===== config.mk =====
export PLATFORM = sky130hd
export DESIGN_NAME = pwr_mode_seq
export DESIGN_NICKNAME = d
export VERILOG_FILES = /design/src/rtl/pwr_seq_pkg.sv /design/src/rtl/pwr_wake_latch.sv /design/src/rtl/pwr_ctl_reg.sv /design/src/rtl/pwr_seq_fsm.sv /design/src/rtl/pwr_mode_seq.sv
export SDC_FILE = /design/constraint.sdc
export NUM_CORES = 1
export LEC_CHECK = 0
export BUFFER_PORTS_ARGS = -buffer_cell sky130_fd_sc_hd__buf_2
export CAP_MARGIN = 20
export CORE_UTILIZATION = 29
export DETAILED_ROUTE_END_ITERATION = 8
export PLACE_DENSITY = 0.62
export REMOVE_ABC_BUFFERS = 1
export SYNTH_ARGS = -nofsm -noshare
export SYNTH_HDL_FRONTEND = slang
export SYNTH_HIERARCHICAL = 1
export SYNTH_SLANG_ARGS = --single-unit

===== constraint.sdc =====
create_clock -name clk -period 2.7 [get_ports clk]
set_input_delay 0.675 -clock clk [delete_from_list [all_inputs] [get_ports clk]]
set_output_delay 0.675 -clock clk [all_outputs]
set_load 0.05 [all_outputs]

===== src/rtl/pwr_seq_pkg.sv =====
package pwr_seq_pkg;
  typedef enum logic [1:0] {
    PM_ACTIVE = 2'd0,
    PM_PSAVE  = 2'd1,
    PM_IDLE   = 2'd2,
    PM_HALT   = 2'd3
  } pmode_e;

  localparam int CTL_W     = 4;
  localparam int BIT_PSAVE = 0;
  localparam int BIT_IDLE  = 1;
  localparam int BIT_HALT  = 2;
  localparam int BIT_WBSW  = 3;
endpackage


===== src/rtl/pwr_wake_latch.sv =====
module pwr_wake_latch #(
  parameter int NUM_WAKE = 4
) (
  input  logic                clk,
  input  logic                rst_n,
  input  logic [NUM_WAKE-1:0] wake_in,
  input  logic                nmi_in,
  input  logic                int_ack,
  output logic                pending
);
  logic event_now;
  assign event_now = (|wake_in) | nmi_in;

  always_ff @(posedge clk or negedge rst_n) begin
    if (!rst_n) pending <= 1'b0;
    else        pending <= (pending & ~int_ack) | event_now;
  end
endmodule


===== src/rtl/pwr_ctl_reg.sv =====
module pwr_ctl_reg
  import pwr_seq_pkg::*;
(
  input  logic             clk,
  input  logic             rst_n,
  input  logic             we,
  input  logic [CTL_W-1:0] wdata,
  input  logic             clr_req,
  output logic [CTL_W-1:0] q
);
  always_ff @(posedge clk or negedge rst_n) begin
    if (!rst_n) begin
      q <= '0;
    end else begin
      if (we) q <= wdata;
      if (clr_req) begin
        q[BIT_PSAVE] <= 1'b0;
        q[BIT_IDLE]  <= 1'b0;
        q[BIT_HALT]  <= 1'b0;
      end
    end
  end
endmodule


===== src/rtl/pwr_seq_fsm.sv =====
module pwr_seq_fsm
  import pwr_seq_pkg::*;
(
  input  logic             clk,
  input  logic             rst_n,
  input  logic [CTL_W-1:0] ctl,
  input  logic             wait_strobe,
  input  logic             wake_pending,
  input  logic             lf_ok,
  input  logic             hf_ok,
  input  logic             pll_ok,
  output pmode_e           mode,
  output logic             go_active
);
  logic   cond_now;
  pmode_e cond_mode;
  logic   pend_q;
  pmode_e pend_mode_q;
  pmode_e sel_mode;
  logic   go_low;
  logic   in_active;

  always_comb begin
    cond_now  = 1'b0;
    cond_mode = PM_PSAVE;
    if (ctl[BIT_WBSW]) begin
      if (wait_strobe) begin
        if (ctl[BIT_HALT]) begin
          cond_now  = 1'b1;
          cond_mode = PM_HALT;
        end else if (ctl[BIT_IDLE]) begin
          cond_now  = 1'b1;
          cond_mode = PM_IDLE;
        end else if (ctl[BIT_PSAVE]) begin
          cond_now  = 1'b1;
          cond_mode = PM_PSAVE;
        end
      end
    end else if (ctl[BIT_PSAVE]) begin
      cond_now  = 1'b1;
      cond_mode = PM_PSAVE;
    end
  end

  assign in_active = (mode == PM_ACTIVE);
  assign sel_mode  = pend_q ? pend_mode_q : cond_mode;
  assign go_low    = in_active && (pend_q || cond_now) && lf_ok;
  assign go_active = !in_active && wake_pending && hf_ok && pll_ok;

  always_ff @(posedge clk or negedge rst_n) begin
    if (!rst_n) begin
      mode        <= PM_ACTIVE;
      pend_q      <= 1'b0;
      pend_mode_q <= PM_PSAVE;
    end else if (go_low) begin
      mode   <= sel_mode;
      pend_q <= 1'b0;
    end else if (go_active) begin
      mode <= PM_ACTIVE;
    end else if (in_active && cond_now && !pend_q) begin
      pend_q      <= 1'b1;
      pend_mode_q <= cond_mode;
    end
  end
endmodule


===== src/rtl/pwr_mode_seq.sv =====
module pwr_mode_seq
  import pwr_seq_pkg::*;
#(
  parameter int NUM_WAKE = 4
) (
  input  logic                clk,
  input  logic                rst_n,
  input  logic                ctl_we,
  input  logic [3:0]          ctl_wdata,
  input  logic                wait_strobe,
  input  logic [NUM_WAKE-1:0] wake_in,
  input  logic                nmi_in,
  input  logic                int_ack,
  input  logic                lf_ok,
  input  logic                hf_ok,
  input  logic                pll_ok,
  output logic [3:0]          ctl_q,
  output logic [1:0]          mode_o,
  output logic                wake_pending
);
  pmode_e mode;
  logic   go_active;

  pwr_wake_latch #(.NUM_WAKE(NUM_WAKE)) u_wake (
    .clk(clk), .rst_n(rst_n), .wake_in(wake_in), .nmi_in(nmi_in),
    .int_ack(int_ack), .pending(wake_pending)
  );

  pwr_ctl_reg u_ctl (
    .clk(clk), .rst_n(rst_n), .we(ctl_we), .wdata(ctl_wdata),
    .clr_req(go_active), .q(ctl_q)
  );

  pwr_seq_fsm u_fsm (
    .clk(clk), .rst_n(rst_n), .ctl(ctl_q), .wait_strobe(wait_strobe),
    .wake_pending(wake_pending), .lf_ok(lf_ok), .hf_ok(hf_ok),
    .pll_ok(pll_ok), .mode(mode), .go_active(go_active)
  );

  assign mode_o = mode;
endmodule


==> results.json <==
{
  "status": "finished clean",
  "cts_made_buffers": 3,
  "drtIter0Drc": 11,
  "max-clock-path-buffers": 2,
  "antenna_found_initial": 0,
  "synth_compound_area_share_pct": 21.5,
  "synth_edf_count": 0,
  "grt_pass1_wl_um": 1900,
  "postLayoutCoreUtil_pct": 41.6,
  "ant_nets": 0,
  "powerDensity_mw_per_mm2": 940,
  "clkLatencyLatePin_ns": 0.27,
  "chipWidth_um": 45.0,
  "ys_ff_latch": 10,
  "nFillCells": 186,
  "postSynth.asyncResetShare_pct": 100,
  "grt.total_usage_pct": 13.9,
  "relSlewSlack_pct": 78.5,
  "p_total_mw": 0.675,
  "fmax_mhz": 576,
  "viasPerCell": 4.58,
  "gp_congestion": 0.786,
  "firstDrtPassIters": 4,
  "worst_pin_slew_ns": 0.322,
  "die_height_um": 45.0,
  "syn2layout_area_growth_pct": 34.1,
  "ff2ff_setup_slack_ns": 1.36,
  "synth_top_family_by_area": "compound AO/OA/AOI/OAI gates",
  "fin_tns_setup_ns": 0,
  "yosys_most_used_dff": "dfrtp_1",
  "htree_levels": 1,
  "r2r-end": "u_fsm/pend_mode_q[0]$_DFFE_PN1P_",
  "multiInputGateArea_um2": 273,
  "crit_slowest_cell": "dfrtp_1",
  "final_cell_mix": "buf_2, dfrtp_1, nor2_1",
  "syn-instance-count": 49,
  "core_mm2": 0.00173,
  "hpwl_um": 881,
  "synth_xor_area_share_pct": 0,
  "synthesis.area_um2": 536,
  "remaining_drc_errors": 0,
  "p_leak_nw": 0.340,
  "cts_root_buf": "clkbuf_4",
  "cap_violations": 0,
  "worstHoldPathType": "in2async",
  "yosys.area_share.simple_pct": 18.9,
  "post_cts_resized": 0,
  "design.die.area_mm2": 0.00202,
  "crit_buf_inv": 1,
  "period_minus_slack_ns": 1.74,
  "crit_chain": "buf_2",
  "fin_hold_ws_ns": 0.253,
  "cts_sinks": 10,
  "top_usage_layer": "met2",
  "r2r_start": "u_fsm/pend_q$_DFFE_PN0P_",
  "crit_path_start_kind": "flip-flop",
  "grt_pass1_vias": 432,
  "hold_viol_final": 0,
  "ios": 24,
  "timing.final.crit_share_pct": 64.3,
  "clk_pin_slew_ns": 0.07,
  "grt_util_met1_pct": 17.0,
  "synth_fa_ha_area_share_pct": 0,
  "skew_ns": 0.00712,
  "layout_commonest_cell": "buf_2",
  "rr_worst_depth": 3,
  "rsz0062_at_grt": "false",
  "syn_area_per_cell_um2": 10.9,
  "synthMuxAreaShare_pct": 10.5,
  "cts_hold_buffers": 0,
  "post_cts_buffers": 0,
  "cpPeakStageDelay_ns": 0.48,
  "avgRoutedWirePerCell_um": 11.3,
  "use_met2_pct": 20.6,
  "worst_slack_ns": 0.963,
  "dp_slack_ns": 1.16,
  "yosysUniqueCellTypes": 25,
  "vias": 463,
  "grt_max_degree": 11,
  "worstPathRequired_ns": 2.03,
  "irDropWorstVdd_uv": 486,
  "drive_gt1_share_pct": 43.4,
  "crit_arrival_ns": 1.06,
  "finalMaxSlewViolations": 0,
  "initial_utilization_pct": 31.0,
  "wirelength_um": 1140,
  "yosys_warnings": 6,
  "grt_overflow": 0,
  "crit_fanout": 8,
  "ys_seq_area_share_pct": 47.0,
  "seq_area_um2": 251,
  "n_antenna_cell": 0,
  "cp_top_family": "flip-flops",
  "fp-row-count": 15,
  "use_met3_pct": 6.00,
  "setup_viol": 0,
  "critical_path_class": "reg2out",
  "crit_path_end_kind": "output port",
  "cts_tree": "built",
  "port_buffers": 23,
  "final_nets": 94
}
cells in the mapped netlist, types with 2 or more instances:
cell type  count  area [µm²]
nor2_1         5        18.8
dfrtp_1        9         225
o211ai_1       3        22.5
o21a_1         2        15.0
nand2_1        2        7.51
inv_1          3        11.3
a21oi_1        2        10.0
mux2i_1        3        30.0
nand2b_1       4        25.0
how the worst max path moves through the flow:
stage | start | endpoint | depth (start not counted)
after global routing | u_ctl/q[3]$_DFFE_PN0P_ | ctl_q[3] | 1
final | u_ctl/q[3]$_DFFE_PN0P_ | ctl_q[3] | 1
after floorplan | u_fsm/mode[1]$_DFFE_PN0P_ | u_fsm/pend_mode_q[0]$_DFFE_PN1P_ | 3
after detailed placement | lf_ok | u_fsm/pend_mode_q[0]$_DFFE_PN1P_ | 4
after CTS | u_ctl/q[3]$_DFFE_PN0P_ | ctl_q[3] | 1
after global placement | lf_ok | u_fsm/pend_mode_q[0]$_DFFE_PN1P_ | 4
registers in the layout, summed over array words and instances, names as in the netlist:
| signal | flops |
|---|---|
| u_wake/pending | 1 |
| u_ctl/q | 4 |
| u_fsm/pend_mode_q | 2 |
| u_fsm/mode | 2 |
| u_fsm/pend_q | 1 |
kinds of logic after synthesis:
group,after synthesis
and+or+nand+nor,16
AOI/OAI and AO/OA,15
DFF,10
muxes,5
buffers and inverters,3
area by class of cell:
type	instances	area share, %
sequential	10	35.0
tap	25	4.36
clock buffer	4	5.05
inverter	3	1.57
multi-input combinational	36	38.0
timing repair buffer	23	16.0
layer usage:
metal  share of wire (%)  vias up  wire, µm
met1                  49      208       564
li1                    -      240         -
met2                  45       13       514
met3                 3.8        2        43
met4                 1.7        0        19
met5                   0        -         0
power breakdown:
| part | internal [mW] | switching (mW) | total (mW) |
|---|---|---|---|
| logic | 0.0986 | 0.172 | 0.271 |
| clock network | 0.0819 | 0.0545 | 0.136 |
| registers | 0.199 | 0.0682 | 0.267 |
| total | 0.380 | 0.295 | 0.675 |
metrics by stage:
stage	std cells	area, µm²
after detailed placement	97	682
after CTS	101	718
after global routing	101	718
after global placement	97	682
final	101	718
after floorplan	49	536
Power figures use the tool's default switching activity.
